<file path="src/rtl/pwm_pp_pkg.sv">
package pwm_pp_pkg;
   typedef enum logic {
      SEL_A = 1'b0,
      SEL_B = 1'b1
   } steer_e;
endpackage

</file>
<file path="src/rtl/pwm_pp_ramp.sv">
module pwm_pp_ramp #(
   parameter int CNT_W      = 8,
   parameter int DEF_PERIOD = 16,
   parameter int DEF_BLANK  = 2,
   parameter int MIN_PERIOD = 2
) (
   input  logic             clk,
   input  logic             rst_n,
   input  logic [CNT_W-1:0] period_i,
   input  logic [CNT_W-1:0] blank_i,
   input  logic             sync_i,
   output logic [CNT_W-1:0] cnt_o,
   output logic [CNT_W-1:0] act_o,
   output logic             blank_o,
   output logic             wrap_o
);
   localparam logic [CNT_W-1:0] ONE     = CNT_W'(1);
   localparam logic [CNT_W-1:0] MIN_P   = CNT_W'(MIN_PERIOD);
   localparam logic [CNT_W-1:0] RST_PER = CNT_W'(DEF_PERIOD);
   localparam logic [CNT_W-1:0] RST_BLK = CNT_W'(DEF_BLANK);
   localparam logic [CNT_W-1:0] RST_CNT = RST_PER - ONE;

   if (CNT_W < 2) begin : g_bad_width
      $error("CNT_W must be at least 2");
   end
   if (MIN_PERIOD < 2 || MIN_PERIOD >= (1 << CNT_W)) begin : g_bad_min
      $error("MIN_PERIOD out of range");
   end
   if (DEF_PERIOD < MIN_PERIOD || DEF_PERIOD >= (1 << CNT_W)) begin : g_bad_per
      $error("DEF_PERIOD out of range");
   end
   if (DEF_BLANK < 1 || DEF_BLANK >= DEF_PERIOD) begin : g_bad_blk
      $error("DEF_BLANK out of range");
   end

   logic [CNT_W-1:0] cnt_q, per_q, blk_q;
   logic [CNT_W-1:0] per_new, blk_lo, blk_new;
   logic [CNT_W-1:0] act;
   logic             blank, wrap;

   // clamp requested settings
   always_comb begin
      per_new = (period_i < MIN_P) ? MIN_P : period_i;
      blk_lo  = (blank_i == '0) ? ONE : blank_i;
      blk_new = (blk_lo >= per_new) ? (per_new - ONE) : blk_lo;
   end

   assign act   = per_q - blk_q;
   assign blank = (cnt_q >= act);
   assign wrap  = (cnt_q == per_q - ONE);

   always_ff @(posedge clk) begin
      if (!rst_n) begin
         cnt_q <= RST_CNT;
         per_q <= RST_PER;
         blk_q <= RST_BLK;
      end else if (wrap) begin
         cnt_q <= '0;
         per_q <= per_new;
         blk_q <= blk_new;
      end else if (sync_i && !blank) begin
         cnt_q <= act;
      end else begin
         cnt_q <= cnt_q + ONE;
      end
   end

   assign cnt_o   = cnt_q;
   assign act_o   = act;
   assign blank_o = blank;
   assign wrap_o  = wrap;

   AST_CNT_RANGE: assert property (@(posedge clk) disable iff (!rst_n)
      cnt_q < per_q);
   AST_WRAP_ZERO: assert property (@(posedge clk) disable iff (!rst_n)
      wrap |=> (cnt_q == '0));
   AST_BLK_RANGE: assert property (@(posedge clk) disable iff (!rst_n)
      (blk_q != '0) && (blk_q < per_q));
   AST_CFG_HOLD: assert property (@(posedge clk) disable iff (!rst_n)
      !wrap |=> ($stable(per_q) && $stable(blk_q)));
   AST_SYNC_ENTER: assert property (@(posedge clk) disable iff (!rst_n)
      (sync_i && !blank) |=> blank);
endmodule

</file>
<file path="src/rtl/pwm_pp_steer.sv">
module pwm_pp_steer
   import pwm_pp_pkg::*;
(
   input  logic   clk,
   input  logic   rst_n,
   input  logic   wrap_i,
   output steer_e sel_o
);
   steer_e sel_q;

   // parked on B so the wrap leaving reset hands period one to A
   always_ff @(posedge clk) begin
      if (!rst_n)      sel_q <= SEL_B;
      else if (wrap_i) sel_q <= (sel_q == SEL_A) ? SEL_B : SEL_A;
   end

   assign sel_o = sel_q;

   AST_STEER_FLIP: assert property (@(posedge clk) disable iff (!rst_n)
      wrap_i |=> (sel_q != $past(sel_q)));
   AST_STEER_HOLD: assert property (@(posedge clk) disable iff (!rst_n)
      !wrap_i |=> $stable(sel_q));
endmodule

</file>
<file path="src/rtl/pwm_pp_gate.sv">
module pwm_pp_gate
   import pwm_pp_pkg::*;
#(
   parameter int CNT_W      = 8,
   parameter bit ILIM_LATCH = 1'b1
) (
   input  logic             clk,
   input  logic             rst_n,
   input  logic [CNT_W-1:0] cnt_i,
   input  logic [CNT_W-1:0] act_i,
   input  logic             wrap_i,
   input  steer_e           sel_i,
   input  logic [CNT_W-1:0] duty_i,
   input  logic             shutdown_i,
   input  logic             ilim_i,
   output logic [1:0]       drive_o
);
   logic [CNT_W-1:0] duty_q;
   logic             ilim_hold;
   logic             kill, pulse;

   always_ff @(posedge clk) begin
      if (!rst_n)      duty_q <= '0;
      else if (wrap_i) duty_q <= duty_i;
   end

   if (ILIM_LATCH) begin : g_ilim_latch
      logic hold_q;
      always_ff @(posedge clk) begin
         if (!rst_n)      hold_q <= 1'b0;
         else if (wrap_i) hold_q <= 1'b0;
         else if (ilim_i) hold_q <= 1'b1;
      end
      assign ilim_hold = hold_q;

      AST_ILIM_HOLD: assert property (@(posedge clk) disable iff (!rst_n)
         (ilim_i && !wrap_i) |=> (drive_o == 2'b00));
   end else begin : g_ilim_pass
      assign ilim_hold = 1'b0;
   end

   assign kill  = shutdown_i | ilim_i | ilim_hold;
   assign pulse = (cnt_i < duty_q) && (cnt_i < act_i);

   for (genvar i = 0; i < 2; i++) begin : g_side
      localparam steer_e SIDE = (i == 0) ? SEL_A : SEL_B;
      assign drive_o[i] = pulse && !kill && (sel_i == SIDE);
   end

   AST_NO_OVERLAP: assert property (@(posedge clk) disable iff (!rst_n)
      $onehot0(drive_o));
   AST_DUTY_HOLD: assert property (@(posedge clk) disable iff (!rst_n)
      !wrap_i |=> $stable(duty_q));
   AST_ZERO_DUTY: assert property (@(posedge clk) disable iff (!rst_n)
      (duty_q == '0) |-> (drive_o == 2'b00));
   AST_SHDN_OFF: assert property (@(posedge clk) disable iff (!rst_n)
      shutdown_i |-> (drive_o == 2'b00));
   AST_ILIM_OFF: assert property (@(posedge clk) disable iff (!rst_n)
      ilim_i |-> (drive_o == 2'b00));
endmodule

</file>
<file path="src/rtl/pwm_pushpull_ctrl.sv">
module pwm_pushpull_ctrl
   import pwm_pp_pkg::*;
#(
   parameter int CNT_W      = 8,
   parameter int DEF_PERIOD = 16,
   parameter int DEF_BLANK  = 2,
   parameter int MIN_PERIOD = 2,
   parameter bit ILIM_LATCH = 1'b1
) (
   input  logic             clk,
   input  logic             rst_n,
   input  logic [CNT_W-1:0] period_i,
   input  logic [CNT_W-1:0] blank_i,
   input  logic [CNT_W-1:0] duty_i,
   input  logic             shutdown_i,
   input  logic             ilim_i,
   input  logic             sync_i,
   output logic             sync_o,
   output logic             out_a_o,
   output logic             out_b_o
);
   logic [CNT_W-1:0] cnt, act;
   logic             blank, wrap;
   steer_e           sel;
   logic [1:0]       drive;

   pwm_pp_ramp #(
      .CNT_W(CNT_W), .DEF_PERIOD(DEF_PERIOD),
      .DEF_BLANK(DEF_BLANK), .MIN_PERIOD(MIN_PERIOD)
   ) u_ramp (
      .clk(clk), .rst_n(rst_n), .period_i(period_i), .blank_i(blank_i),
      .sync_i(sync_i), .cnt_o(cnt), .act_o(act), .blank_o(blank), .wrap_o(wrap)
   );

   pwm_pp_steer u_steer (
      .clk(clk), .rst_n(rst_n), .wrap_i(wrap), .sel_o(sel)
   );

   pwm_pp_gate #(.CNT_W(CNT_W), .ILIM_LATCH(ILIM_LATCH)) u_gate (
      .clk(clk), .rst_n(rst_n), .cnt_i(cnt), .act_i(act), .wrap_i(wrap),
      .sel_i(sel), .duty_i(duty_i), .shutdown_i(shutdown_i), .ilim_i(ilim_i),
      .drive_o(drive)
   );

   assign sync_o  = blank;
   assign out_a_o = drive[0];
   assign out_b_o = drive[1];

   AST_BLANK_QUIET: assert property (@(posedge clk) disable iff (!rst_n)
      sync_o |-> (!out_a_o && !out_b_o));
endmodule

</file>
<file path="config.mk">
export PLATFORM = sky130hd
export DESIGN_NAME = pwm_pushpull_ctrl
export DESIGN_NICKNAME = d
export VERILOG_FILES = /design/src/rtl/pwm_pp_pkg.sv /design/src/rtl/pwm_pp_ramp.sv /design/src/rtl/pwm_pp_steer.sv /design/src/rtl/pwm_pp_gate.sv /design/src/rtl/pwm_pushpull_ctrl.sv
export SDC_FILE = /design/constraint.sdc
export NUM_CORES = 1
export LEC_CHECK = 0
export ABC_AREA = 1
export ABC_CLOCK_PERIOD_IN_PS = 6300
export BUFFER_PORTS_ARGS = -buffer_cell sky130_fd_sc_hd__buf_4
export CAP_MARGIN = 20
export CORE_MARGIN = 4
export CORE_UTILIZATION = 35
export CTS_BUF_LIST = sky130_fd_sc_hd__clkbuf_16
export DETAILED_ROUTE_END_ITERATION = 8
export GPL_TIMING_DRIVEN = 0
export HOLD_SLACK_MARGIN = 0.06
export PLACE_DENSITY = 0.51
export REMOVE_ABC_BUFFERS = 1
export SYNTH_ARGS = -nofsm -noshare
export SYNTH_HDL_FRONTEND = slang
export SYNTH_HIERARCHICAL = 1
export SYNTH_SLANG_ARGS = --single-unit
</file>
<file path="constraint.sdc">
create_clock -name clk -period 6.3 [get_ports clk]
set_input_delay 0.63 -clock clk [delete_from_list [all_inputs] [get_ports clk]]
set_output_delay 0.63 -clock clk [all_outputs]
set_load 0.01 [all_outputs]
</file>
* Yosys cells after proc, flatten, opt, wreduce, memory -nomap -nowiden
Index checks and enable logic that the tools add are counted.
** Storage, ports and cells
- Flip-flop bits (word level) :: 34
- Latch bits :: 0
- RAM bits :: 0
- Bits in read-only memories :: 0
- Output and inout port bits :: 3
- Word-level logic and storage cells :: 36
- Memories kept :: 0
** Operators by class
- Add/subtract/negate cells :: 4
- Multipliers :: 0
- Div/mod/pow operators :: 0
- Magnitude comparators :: 5
- Equal/unequal tests :: 1
- Shift operators :: 0
- Muxes and demuxes :: 6
- Bitwise operators :: 4
- Reductions and logical operators :: 9
** Operators by type and width (count)
- 8-bit two-way mux :: 4
- 8-bit greater-or-equal comparator :: 2
- 8-bit < comparator :: 2
- 8-bit by 1-bit subtractor with 8-bit output, second input constant :: 2
- 8-bit by 1-bit adder with 8-bit output, second input constant :: 1
- 8-bit == test :: 1
- 8-bit logical NOT :: 1
- 8-bit by 2-bit < comparator with 1-bit output, second input constant :: 1
- 8-bit subtractor :: 1
- 1-bit logical AND :: 5
- 4-bit two-way mux :: 1
- 1-bit logical NOT :: 2
- 1-bit NOT :: 2
- 1-bit OR :: 2
- 2-bit OR reduction :: 1
- 1-bit two-way mux :: 1

* Logic depth before layout (Yosys ltp)
Gate-level depths: netlist of the first run.
- Depth in word-level cells :: 6
- Mapped depth :: 19
- Mapped depth without buffers :: 19

* Modules after synthesis
The synthesis of the first run kept the hierarchy.
** By module, submodules not included
- pwm_pp_ramp :: times used 1, cells an instance 378, area each 2347.3 um^2
- pwm_pp_gate :: times used 1, cells an instance 108, area each 708.2 um^2
- pwm_pp_steer :: times used 1, cells an instance 6, area each 40.0 um^2

* Worst setup path after synthesis of the first run
Ideal clock, no wire load.
- Path kind :: register -> output
- From :: register u_ramp.per_q[0]
- To :: output port out_a_o
- Arrival time :: 2.257 ns
- Required time :: 5.670 ns
- Path slack :: 3.413 ns
- Cell stages (with the launch flop) :: 16
- Cells stage by stage :: dfxtp_1 > inv_1 > ha_1 > fa_1 > inv_1 > nand4_1 > nand3_1 > xor2_1 > inv_1 > inv_1 > ha_1 > nand2_1 > nor2_1 > nor2_1 > nand3_1 > nor2_1
** Between the ends
- Word-level cells in the longest chain between the ends :: 5
** RTL lines
- start, declared :: RTL line pwm_pp_ramp.sv:36 : logic [CNT_W-1:0] cnt_q, per_q, blk_q;
- start signal, assigned :: RTL line pwm_pp_ramp.sv:59 : per_q <= per_new;
- 8-bit subtractor :: RTL line pwm_pp_ramp.sv:48 : assign act = per_q - blk_q;
- named net act[6] :: RTL line pwm_pushpull_ctrl.sv:22 : logic [CNT_W-1:0] cnt, act;
- 8-bit < comparator :: RTL line pwm_pp_gate.sv:43 : assign pulse = (cnt_i < duty_q) && (cnt_i < act_i);
- 1-bit logical AND :: RTL line pwm_pp_gate.sv:43
- 1-bit logical AND (2 in series) :: RTL line pwm_pp_gate.sv:47 : assign drive_o[i] = pulse && !kill && (sel_i == SIDE);
- end, declared :: RTL line pwm_pushpull_ctrl.sv:19 : output logic out_a_o,
The timed path passes the listed nets, and every way through them passes these cells.

* Worst setup path after layout of the first run
- From :: register u_ramp.per_q[0]
- To :: output port sync_o
** Between the ends
- Word-level cells in the longest chain between the ends :: 2
** RTL lines
- 8-bit subtractor :: RTL line pwm_pp_ramp.sv:48
- 8-bit greater-or-equal comparator :: RTL line pwm_pp_ramp.sv:49 : assign blank = (cnt_q >= act);
- end, declared :: RTL line pwm_pushpull_ctrl.sv:18 : output logic sync_o,
Every way passes these cells.

==> results by group, run 1 <==
Routing
  • Via count normalized by instance count: between 4 and 5
  • Via count: approximately 2900
  • Pre-antenna DRT Iters: 6
  • Number of remaining DRC errors: 0
  • DRT antenna net count: 0
  • Initial detailed-routing violation count: 101
  • Aggregate routed wire length: ~7300 µm
  • Routed len/inst: roughly 12 µm

Floorplanning
  • Core area: between 8000 and 9000 µm²
  • Full die area: approximately 10000 µm²
  • Chip height: slightly above 100 µm
  • Row count: 34
  • DIE WIDTH: between 100 and 150 µm
  • I/O pin count: 32
  • Effective utilization at floorplan: 0.3567

Final layout
  • Post-layout net count: just under 600
  • Layout cells sized above 1: 0.09515
  • Core utilization of the finished layout: 0.4056
  • Area growth, synth to finish: 13.70%
  • Total inserted antenna cells: 0

Global route
  • Number of global-route vias before repair: around 2600
  • Pin count of the biggest net entering global routing: 30
  • Wire length of the first global-routing pass: about 12000 µm
  • GRT Util Overall: 0.1480
  • Total congestion overflow after global routing: 0
  • Initial antenna violation count: 0

CTS
  • Bufs on Longest Clock Path: 2
  • Hold buffer count at cts: 0
  • Clk Tree Root Cell: clkbuf_16
  • Number of buffers inserted during clock tree synthesis: 5
  • Worst skew pair latency: around 0.27 ns
  • Clock Sinks: 34
  • Total number of H-tree levels: 2
  • Clock transition at the registers of the reported paths: ~0.050 ns
  • TritonCTS clock tree: built
  • Number of setup buffers added after CTS: 0
  • # resized after CTS: 0

Setup path
  • Depth of the critical timing path with buffers and inverters included: 14
  • Slowest-stage cell, CP: fa_1
  • Crit Reg-Reg Startpoint: u_ramp/per_q[0]
  • Critical path origin: u_ramp/per_q[0]
  • Required time worst endpoint: between 5 and 6 ns
  • Kind of capture point of the worst setup path: output pin
  • Startpoint Class: flop
  • Data arrival time of the critical path: 3.11 ns
  • Terminus of the critical flop-to-flop path: u_ramp/cnt_o[5]
  • Stage delay of the slowest cell on the critical path: ~0.43 ns
  • Combined buffer and inverter count along the critical path: 4
  • Critical path class: reg -> out
  • Family of cells with the greatest summed delay on the critical path: adder cells
  • Maximum net fanout on the critical path: 8
  • Most common cell on crit path: inv_1
  • Worst Reg2Reg Path Length in Cells: 15
  • R2R Setup Slk: around 2.7 ns
  • Worst setup endpoint: sync_o
  • Worst path cell trace: inv_1, ha_1, fa_1, inv_1, nand4_1, nand3_1, xor2_1, ha_1, nand2_1, inv_1, a21oi_1, and2_1, nand2_1, buf_4

Placed design
  • Number of port buffers: 31
  • Last weighted congestion value of the routability-driven placer: about 0.80
  • Sum of net half-perimeters after detailed placement: between 5000 and 6000 µm

Power
  • Part of the power in combinational logic: 0.685
  • Power per cell area: ~530 nW/µm²
  • Leakage power total: between 1.5 and 2 nW
  • Portion of total power attributed to the clock network: 0.121
  • Switching power total: roughly 950 µW
  • Max rail drop VDD: 177.3 µV
  • Sw Ratio: 0.5104
  • Int Pwr: approximately 920 µW
  • Overall power: 1.870 mW
  • Power share of the sequential group: 0.194

Timing
  • Fin crit share: 0.5938
  • FMAX: 267.3 MHz
  • Count of final max-slew check failures: 0
  • Summed negative setup slack over all endpoints: 0 ns
  • Relative slew slack: 0.5722
  • Fin. Hold Viols: 0
  • Setup repair after global routing missed its margin: false
  • Slew at the pin with the worst max-slew slack: about 0.64 ns
  • Min cycle time layout: 3.741 ns
  • Final count of negative-setup-slack endpoints: 0
  • Final worst clock skew: ~0.0034 ns

Logic synthesis
  • Synth cell count leaders: nand2_1, inv_1, nor2_1, ha_1, nand3_1
  • Biggest area consumer among synthesized cells: dfxtp_1
  • Number of library cell types mapped by synthesis: 31
  • Synth top area cells: dfxtp_1, ha_1, nand2_1
  • Count of flip-flops with a built-in enable after synthesis: 0
  • Number of register bits inferred by synthesis: 34
  • Post-synth top flop: dfxtp_1
  • Syn avg cell area: about 6.3 µm²
  • Seq/Total Area, Yosys: 0.2199
  • Portion of synthesized cell area occupied by the leading cell type: 0.2199
  • Top-count cell post-synth: nand2_1
  • Number of warnings printed during yosys synthesis: 6
  • Ys async rst share: 0
  • Number of instances in the synthesized netlist: 492
  • Cell area after synthesis: around 3100 µm²

Min path
  • Startpoint of the worst hold path: u_gate/duty_q[1]
  • Type of the worst min-delay path: reg -> reg

Outcome
  • Status: finished, final reports clean

Flow run
  • Max capacitance violation total: 0
## flip-flops by register name, indices dropped and copies added (netlist names)
register,cells
u_gate/g_ilim_latch.hold_q,1
u_ramp/blk_q,8
u_gate/duty_q,8
u_ramp/per_q,8
u_steer/sel_o,1
u_ramp/cnt_o,8
## stage by stage
stage / setup slack [ns] / std cells / cell area (µm²) / hold WS, ns
floorplan: 3.413 / 477 / 3019 / 0.4325
global placement: 2.767 / 616 / 3387 / 0.4530
detailed placement: 2.750 / 616 / 3387 / 0.4555
CTS: 2.563 / 623 / 3520 / 0.4631
global route: 2.284 / 623 / 3520 / 0.4808
finish: 2.559 / 623 / 3520 / 0.4588
## layer usage
metal	track usage	vias to the layer above	share of wire	wire length [µm]
met3	0.02048	5	0.017	123
met4	0.03027	0	0.0087	63
met2	0.2289	18	0.43	3123
met5	0	-	0	0
li1	-	1586	-	-
met1	0.2191	1260	0.55	3965
## worst min-delay path by stage
stage                     slack, ns  cells past startpoint          endpoint
after floorplan                0.43                      2  u_gate/duty_q[2]
after CTS                      0.46                      2  u_gate/duty_q[1]
after global placement         0.45                      2  u_gate/duty_q[2]
after detailed placement       0.46                      2  u_gate/duty_q[1]
final                          0.46                      2  u_gate/duty_q[1]
after global routing           0.48                      2  u_gate/duty_q[1]
## cells in the final DEF (no fill, tap or decap), drive strengths merged
cell type    n
fa           1
or2          3
nor2b        1
o21ai       24
dfxtp       34
a21oi       22
nand4       10
ha          40
xor2        12
nand3b       3
nor2        49
nor4         1
xnor2        8
a21o         2
and2         1
nand2      135
a31o         1
nand3       38
o211ai       1
nor3         2
buf         31
clkbuf       5
inv         90
a21boi       1
## cell families (layout without fill, tap and decap cells)
| family | count (synthesis) | in the layout | share of synthesized area |
|---|---|---|---|
| compound gates | 51 | 51 | 0.08691 |
| simple gates | 243 | 243 | 0.3371 |
| xor+xnor | 20 | 20 | 0.05659 |
| buf+inv | 103 | 126 | 0.1314 |
| fa+ha+maj | 41 | 41 | 0.1681 |
| flops | 34 | 34 | 0.2199 |
## power groups by stage
stage / Sequential, mW / Clock, mW / Combinational, mW
final: 0.363 / 0.226 / 1.28
after global routing: 0.376 / 0.241 / 1.52
after CTS: 0.364 / 0.233 / 1.29
after detailed placement: 0.369 / 0 / 1.28
after global placement: 0.368 / 0 / 1.26
after floorplan: 0.348 / 0 / 0.975
## worst min-delay path: cells and delay by family, from the launching register on
kind            cells  cell delay [ns]
flops               1             0.29
buf+inv             1             0.06
compound gates      1             0.06
## layout make-up
type / count / area (µm²)
clock buffers: 5 / 125.1
clock inverters: 2 / 7.507
fillers: 978 / 5159
inverters: 88 / 330.3
multi-input cells: 355 / 2008
flip-flops and latches: 34 / 680.7
well taps: 108 / 135.1
repair buffers: 31 / 232.7
(Power assumes the default switching activity.)
==> inputs of run 2 (changes only) <==
- ABC_AREA: 1 -> 0
- ABC_CLOCK_PERIOD_IN_PS: 6300 -> 3000
- PLACE_DENSITY: 0.51 -> 0.53
- clock period: 6.3 -> 3 ns (I/O delays scaled with it)
==> run 2 against run 1 <==
Effect of this change: the run now ends with setup timing left; area after synthesis shrank 4.9%; core utilization up 6.7 points; via count shrank 13%; worst setup slack got worse by 2.8 ns; global-route usage down 1.2 points; clock skew rose by 0.0017 ns; die area shrank 4.5%; sequential share of layout area is 1.5 points lower; critical path depth rose by 1; synthesized cell count is 29% lower; first-iteration DRC count decreased by 43%; critical path type unchanged; highest routed layer unchanged.
==> results by group, run 2 <==
Placed design
  • Last weighted congestion value of the routability-driven placer: 0.7983 (+0.23%)
  • Number of port buffers: 31 (unchanged)
  • Sum of net half-perimeters after detailed placement: 4755 µm (-18%)
  • Area after DPL: 3258 µm² (-3.8%)

Floorplanning
  • I/O pin count: 32 (unchanged)
  • Effective utilization at floorplan: 0.3585 (+0.001769)
  • Full die area: 9947 µm² (-4.5%)
  • DIE WIDTH: 99.74 µm (-2.3%)
  • Chip height: 99.74 µm (-2.3%)
  • Row count: 33 (-2.9%)
  • Core area: 8217 µm² (-5.3%)

Logic synthesis
  • Number of warnings printed during yosys synthesis: 6 (unchanged)
  • Biggest area consumer among synthesized cells: dfxtp_1
  • Seq/Total Area, Yosys: 0.2311 (+0.01121)
  • Number of instances in the synthesized netlist: 348 (-29%)
  • Portion of synthesized cell area occupied by the leading cell type: 0.2311 (+0.01121)
  • Count of flip-flops with a built-in enable after synthesis: 0 (unchanged)
  • Number of register bits inferred by synthesis: 34 (unchanged)
  • Syn avg cell area: 8.464 µm² (+35%)
  • Synth top area cells: dfxtp_1, ha_1, mux2i_1
  • Synth cell count leaders: ha_1, inv_1, dfxtp_1, nor2_1, mux2i_1
  • Ys async rst share: 0 (unchanged)
  • Number of library cell types mapped by synthesis: 54 (+74%)
  • Cell area after synthesis: 2945 µm² (-4.9%)
  • Top-count cell post-synth: ha_1
  • Post-synth top flop: dfxtp_1

Setup path
  • Critical path class: reg -> out
  • Crit Reg-Reg Startpoint: u_ramp/per_q[0]
  • Worst Reg2Reg Path Length in Cells: 16 (+1)
  • Terminus of the critical flop-to-flop path: u_ramp/cnt_o[1]
  • Maximum net fanout on the critical path: 2 (-6)
  • Required time worst endpoint: 2.70 ns (-2.97 ns)
  • Data arrival time of the critical path: 2.91 ns (-0.20 ns)
  • Kind of capture point of the worst setup path: output pin
  • Startpoint Class: flop
  • R2R Setup Slk: -0.07 ns (-2.78 ns)

Flow run
  • Max capacitance violation total: 0 (unchanged)

Timing
  • Final worst clock skew: 0.005043 ns (+0.001667 ns)
  • Fin crit share: 1.069
  • Final count of negative-setup-slack endpoints: 9 (+9)
  • Fin. Hold Viols: 0 (unchanged)
  • Min cycle time layout: 3.206 ns
  • Slew at the pin with the worst max-slew slack: 0.8002 ns (+0.1604 ns)
  • Setup repair after global routing missed its margin: true
  • FMAX: a little over 300 MHz
  • Minimum setup slack in the final design: -0.2058 ns (-2.765 ns)
  • Relative slew slack: 0.4648 (-0.1074)
  • Count of final max-slew check failures: 0 (unchanged)

Final layout
  • Area growth, synth to finish: 31.90%
  • Most common cell after layout, fill and taps aside: buf_4
  • Post-layout net count: 468 (-20%)
  • Layout cells sized above 1: 0.3183 (+0.2232)
  • Number of fill cells in the layout: 782 (-20%)
  • Area of all placed cells without fillers: 3885 µm² (+10%)
  • Total inserted antenna cells: 0 (unchanged)
  • Most used cells in the layout excluding fill and tap cells: buf_4, inv_1, ha_1, dfxtp_1, nor2_1
  • Core utilization of the finished layout: 0.4728 (+0.06725)

CTS
  • Worst skew pair latency: 0.28 ns (about the same)
  • Hold buffer count at cts: 0 (unchanged)
  • Bufs on Longest Clock Path: 2 (unchanged)
  • TritonCTS clock tree: built
  • Clock transition at the registers of the reported paths: 0.06 ns (about the same)
  • Clk Tree Root Cell: clkbuf_16
  • Number of buffers inserted during clock tree synthesis: 5 (unchanged)
  • Clock Sinks: 34 (unchanged)
  • Total number of H-tree levels: 2 (unchanged)

Routing
  • Number of remaining DRC errors: 0 (unchanged)
  • Via count: 2501 (-13%)
  • Initial detailed-routing violation count: 58 (-43%)
  • Via count normalized by instance count: 4.962 (+7.8%)
  • Pre-antenna DRT Iters: 4 (-2)
  • DRT antenna net count: 0 (unchanged)
  • Routed len/inst: 13.50 µm (+16%)
  • Aggregate routed wire length: 6803 µm (-6.5%)

Global route
  • Pin count of the biggest net entering global routing: 23 (-23%)
  • GRT Util Overall: 0.1364 (-0.01159)
  • Total congestion overflow after global routing: 0 (unchanged)
  • Initial antenna violation count: 0 (unchanged)
  • Wire length of the first global-routing pass: 11140 µm (-11%)
  • Number of global-route vias before repair: 2360 (-9.9%)

Min path
  • Hold Path Sink: u_ramp/per_q[7]
  • Startpoint of the worst hold path: period_i[7]
  • Type of the worst min-delay path: in -> reg
  • Worst Hold Path Cells: 3 (+1)

Outcome
  • Violated checks: setup timing
  • Status: complete, but fails checks
run 2: cell count changes after synthesis, sizes merged, moves of 15 or more:
| cell | previous run | this run |
|---|---|---|
| nand2 | 135 | 14 |
| inv | 88 | 40 |
| nand3 | 38 | 10 |
| mux2i | 0 | 22 |
| nor2 | 49 | 30 |
| a21oi | 22 | 7 |
run 2: what timing repair did:
item                                    4_1_cts  5_1_grt
pin swaps                                    15       24
endpoints found under the setup margin       19       14
resized for setup                            37       24
cloned                                        0        2
buffers inserted                              9       15
run 2: area by class of cell:
type	instances	area (µm²)	area share
inverter	40	152.6	0.03929
clock inverter	3	12.51	0.003221
clock buffer	5	125.1	0.03221
tap	105	131.4	0.03382
multi-input combinational	258	2291	0.5897
sequential	34	691.9	0.1781
timing repair buffer	59	480.5	0.1237
run 2: kinds of logic (layout without fill, tap and decap cells):
kind of cell,count (synthesis),after routing,synth area share
buffers and inverters,57,107,0.08369
multiplexers,25,25,0.08623
AO/OA/AOI/OAI,56,57,0.1436
AND/OR/NAND/NOR,108,108,0.1984
adder cells (fa/ha/maj),41,41,0.1767
flip-flops,34,34,0.2311
XOR/XNOR,27,27,0.08029
run 2: stage by stage:
| step | setup slack (ns) | TNS (ns) | cells | hold WS, ns |
|---|---|---|---|---|
| 2_1_floorplan | -0.6814 | -17.64 | 331 | 0.3619 |
| 3_3_place_gp | -1.623 | -48.39 | 467 | 0.4470 |
| 3_5_place_dp | -0.7296 | -10.21 | 470 | 0.4474 |
| 4_1_cts | -0.2259 | -1.622 | 487 | 0.2760 |
| 5_1_grt | -0.3447 | -2.237 | 504 | 0.2832 |
| 6_report | -0.2058 | -0.7596 | 504 | 0.2765 |
run 2: worst max-delay path, stage by stage, from the launching register on:
cell and delay, ns:
dfxtp_4 0.36, inv_4 0.04, ha_4 0.15, fa_2 0.34, nor2b_1 0.12, o21a_1 0.15, o21ai_2 0.09, nor3b_2 0.21
a211oi_2 0.08, inv_1 0.08, inv_2 0.04, ha_4 0.21, and3_4 0.15, a21o_1 0.18, nor4_2 0.26, buf_4 0.16
run 2: layer usage:
layer	vias up	track usage	routed length [µm]
met1	1167	0.1913	3483
met2	18	0.2134	3087
met3	11	0.01964	96
met4	0	0.04622	136
li1	1305	-	-
met5	-	0	0
run 2: how the worst max path moves through the flow:
stage / slack [ns] / depth (start not counted) / startpoint / endpoint
finish: -0.21 / 15 / u_ramp/per_q[0] / out_a_o
global route: -0.34 / 14 / u_ramp/per_q[0] / out_a_o
CTS: -0.23 / 14 / u_ramp/per_q[0] / out_a_o
detailed placement: -0.73 / 14 / u_ramp/per_q[0] / u_ramp/cnt_o[1]
global placement: -1.62 / 6 / u_ramp/per_q[0] / u_ramp/cnt_o[4]
floorplan: -0.68 / 6 / u_ramp/per_q[0] / u_ramp/cnt_o[4]
Power of run 2 is left out: the tool's default activity adds up to more than one toggle a clock period on the data nets, which glitch-free logic cannot reach.
==> inputs of run 3 (changes only) <==
- CELL_PAD_IN_SITES_DETAIL_PLACEMENT: default -> 1
- CELL_PAD_IN_SITES_GLOBAL_PLACEMENT: default -> 1
- PLACE_DENSITY: 0.53 -> 0.67
==> run 3 against run 2 <==
Effect of this change: the flow still finishes with violations (setup timing); global-route usage up 2.0 points; highest routed layer unchanged; final cell count up 0.20%; first-iteration DRC count down 19%; sequential cell count unchanged; largest cell class unchanged.
==> results by group, run 3 (synthesized netlist as in run 2, its figures left out) <==
Global route
  • GRT Util Overall: 0.1561 (+0.01972)
  • Pin count of the biggest net entering global routing: 23 (unchanged)
  • Initial antenna violation count: 0 (unchanged)
  • Wire length of the first global-routing pass: 12660 µm (+14%)
  • Total congestion overflow after global routing: 0 (unchanged)
  • Number of global-route vias before repair: 2649 (+12%)

Setup path
  • Stage delay of the slowest cell on the critical path: 0.41 ns (+0.05 ns)
  • Required time worst endpoint: 2.70 ns (about the same)
  • Critical path origin: u_ramp/per_q[2]
  • Worst Reg2Reg Path Length in Cells: 17 (+1)
  • Worst setup endpoint: out_a_o
  • Kind of capture point of the worst setup path: output pin
  • Critical path class: reg -> out
  • Startpoint Class: flop
  • Most common cell on crit path: ha_4
  • Worst path cell trace: ha_4, nor2b_2, o21a_1, o21ai_2, nor3b_2, a211oi_2, inv_1, inv_2, ha_4, and3_4, a21o_1, nor4_2, buf_4
  • Combined buffer and inverter count along the critical path: 3 (-1)
  • Terminus of the critical flop-to-flop path: u_ramp/cnt_o[3]
  • Slowest-stage cell, CP: dfxtp_2
  • R2R Setup Slk: -0.17 ns (-0.10 ns)
  • Maximum net fanout on the critical path: 6 (+4)
  • Crit Reg-Reg Startpoint: u_ramp/per_q[0]
  • Family of cells with the greatest summed delay on the critical path: compound AO/OA/AOI/OAI gates
  • Depth of the critical timing path with buffers and inverters included: 13 (-2)
  • Data arrival time of the critical path: 2.96 ns (+0.05 ns)

Routing
  • Via count: 2603 (+4.1%)
  • Routed len/inst: 16.77 µm (+24%)
  • Pre-antenna DRT Iters: 4 (unchanged)
  • Aggregate routed wire length: 8469 µm (+24%)
  • Via count normalized by instance count: 5.154 (+3.9%)
  • Initial detailed-routing violation count: 47 (-19%)
  • Number of remaining DRC errors: 0 (unchanged)
  • DRT antenna net count: 0 (unchanged)

Final layout
  • Post-layout net count: 470 (+0.43%)
  • Number of fill cells in the layout: 948 (+21%)
  • Area growth, synth to finish: 32.84%
  • Most used cells in the layout excluding fill and tap cells: buf_4, inv_1, ha_1, dfxtp_1, nor2_1
  • Layout cells sized above 1: 0.3300 (+0.01170)
  • Total inserted antenna cells: 0 (unchanged)
  • Most common cell after layout, fill and taps aside: buf_4
  • Non-filler cells, final: 505 (+0.20%)

Placed design
  • Number of port buffers: 31 (unchanged)
  • Sum of net half-perimeters after detailed placement: 5464 µm (+15%)
  • Last weighted congestion value of the routability-driven placer: 0.7858 (-1.6%)
  • Count of placed standard cells including taps: 470 (unchanged)

Timing
  • Fin. Hold Viols: 0 (unchanged)
  • Final worst clock skew: 0.002108 ns (-0.002936 ns)
  • Minimum setup slack in the final design: -0.2643 ns (-0.05848 ns)
  • Relative slew slack: 0.5945 (+0.1297)
  • Slew at the pin with the worst max-slew slack: 0.6035 ns (-0.1966 ns)
  • Count of final max-slew check failures: 0 (unchanged)
  • Setup repair after global routing missed its margin: true
  • Min cycle time layout: 3.264 ns (+0.05848 ns)
  • Final count of negative-setup-slack endpoints: 11 (+2)
  • Fin crit share: 1.088 (+0.01949)
  • FMAX: 306.3 MHz (-1.8%)

Floorplanning
  • Chip height: 99.74 µm (unchanged)
  • Effective utilization at floorplan: 0.3585 (unchanged)
  • Full die area: 9947 µm² (unchanged)
  • Row count: 33 (unchanged)
  • Core area: 8217 µm² (unchanged)
  • I/O pin count: 32 (unchanged)
  • DIE WIDTH: 99.74 µm (unchanged)

Min path
  • Type of the worst min-delay path: in -> reg
  • Worst Hold Path Cells: 3 (unchanged)

Outcome
  • Violated checks: setup timing
  • Status: complete, but fails checks

Flow run
  • Max capacitance violation total: 0 (unchanged)

CTS
  • Worst skew pair latency: 0.28 ns (about the same)
  • Clock transition at the registers of the reported paths: 0.05 ns (about the same)
  • Total number of H-tree levels: 2 (unchanged)
  • Hold buffer count at cts: 0 (unchanged)
  • Clk Tree Root Cell: clkbuf_16
  • TritonCTS clock tree: built
  • Number of buffers inserted during clock tree synthesis: 5 (unchanged)
  • Bufs on Longest Clock Path: 2 (unchanged)
  • Clock Sinks: 34 (unchanged)
## run 3: cell types whose count changed in the layout (fill, tap and decap cells not counted), moves of 2 or more
| cell | delta |
|---|---|
| buf_4 | +4 |
| a21oi_2 | -3 |
| nor2_1 | -3 |
| nor2_2 | +3 |
| ha_2 | -2 |
| nor2b_1 | -2 |
| nor2b_2 | +2 |
## run 3: worst min-delay path, stage by stage
cell and delay (ns):
buf_4 0.09, mux2i_1 0.06, nor2_1 0.07
## run 3: what timing repair did
action / CTS / global route
endpoints found under the setup margin: 19 / 16
pin swaps: 24 / 22
gates resized for setup: 45 / 21
setup buffers: 9 / 18
cloned: 1 / 0
## run 3: metal layers
metal	global-route usage	vias to the layer above	wire length (µm)
met5	0	-	0
met4	0.03151	0	72
met3	0.02314	6	108
met2	0.2719	14	4424
met1	0.2044	1280	3864
li1	-	1303	-
## run 3: per-stage QoR
step | setup slack [ns] | setup TNS, ns | instance area [µm²] | hold WS (ns) | utilization
finish | -0.2643 | -1.568 | 3913 | 0.2761 | 0.4762
global route | -0.4491 | -2.998 | 3913 | 0.3032 | 0.4762
CTS | -0.2482 | -1.085 | 3689 | 0.2798 | 0.4489
detailed placement | -0.7749 | -11.27 | 3258 | 0.4482 | 0.3965
global placement | -1.632 | -48.70 | 3213 | 0.4467 | 0.3910
floorplan | -0.6814 | -17.64 | 2849 | 0.3619 | -
## run 3: worst min-delay path by stage
stage / startpoint / end / slack (ns)
5_1_grt: duty_i[0] / u_gate/duty_q[0] / 0.30
3_3_place_gp: u_ramp/blk_q[0] / u_ramp/blk_q[0] / 0.45
6_report: period_i[7] / u_ramp/per_q[7] / 0.28
3_5_place_dp: u_ramp/blk_q[0] / u_ramp/blk_q[0] / 0.45
2_1_floorplan: rst_n / u_ramp/per_q[4] / 0.36
4_1_cts: period_i[7] / u_ramp/per_q[7] / 0.28
## run 3: final cells by class
type / instances / area (µm²) / area share
clock buffers: 5 / 125.1 / 0.03198
clock inverters: 2 / 7.507 / 0.001919
inverters: 40 / 152.6 / 0.03901
multi-input cells: 257 / 2305 / 0.5891
flip-flops and latches: 34 / 691.9 / 0.1768
well taps: 105 / 131.4 / 0.03358
repair buffers: 62 / 499.2 / 0.1276
Power of run 3 is left out for the same reason.
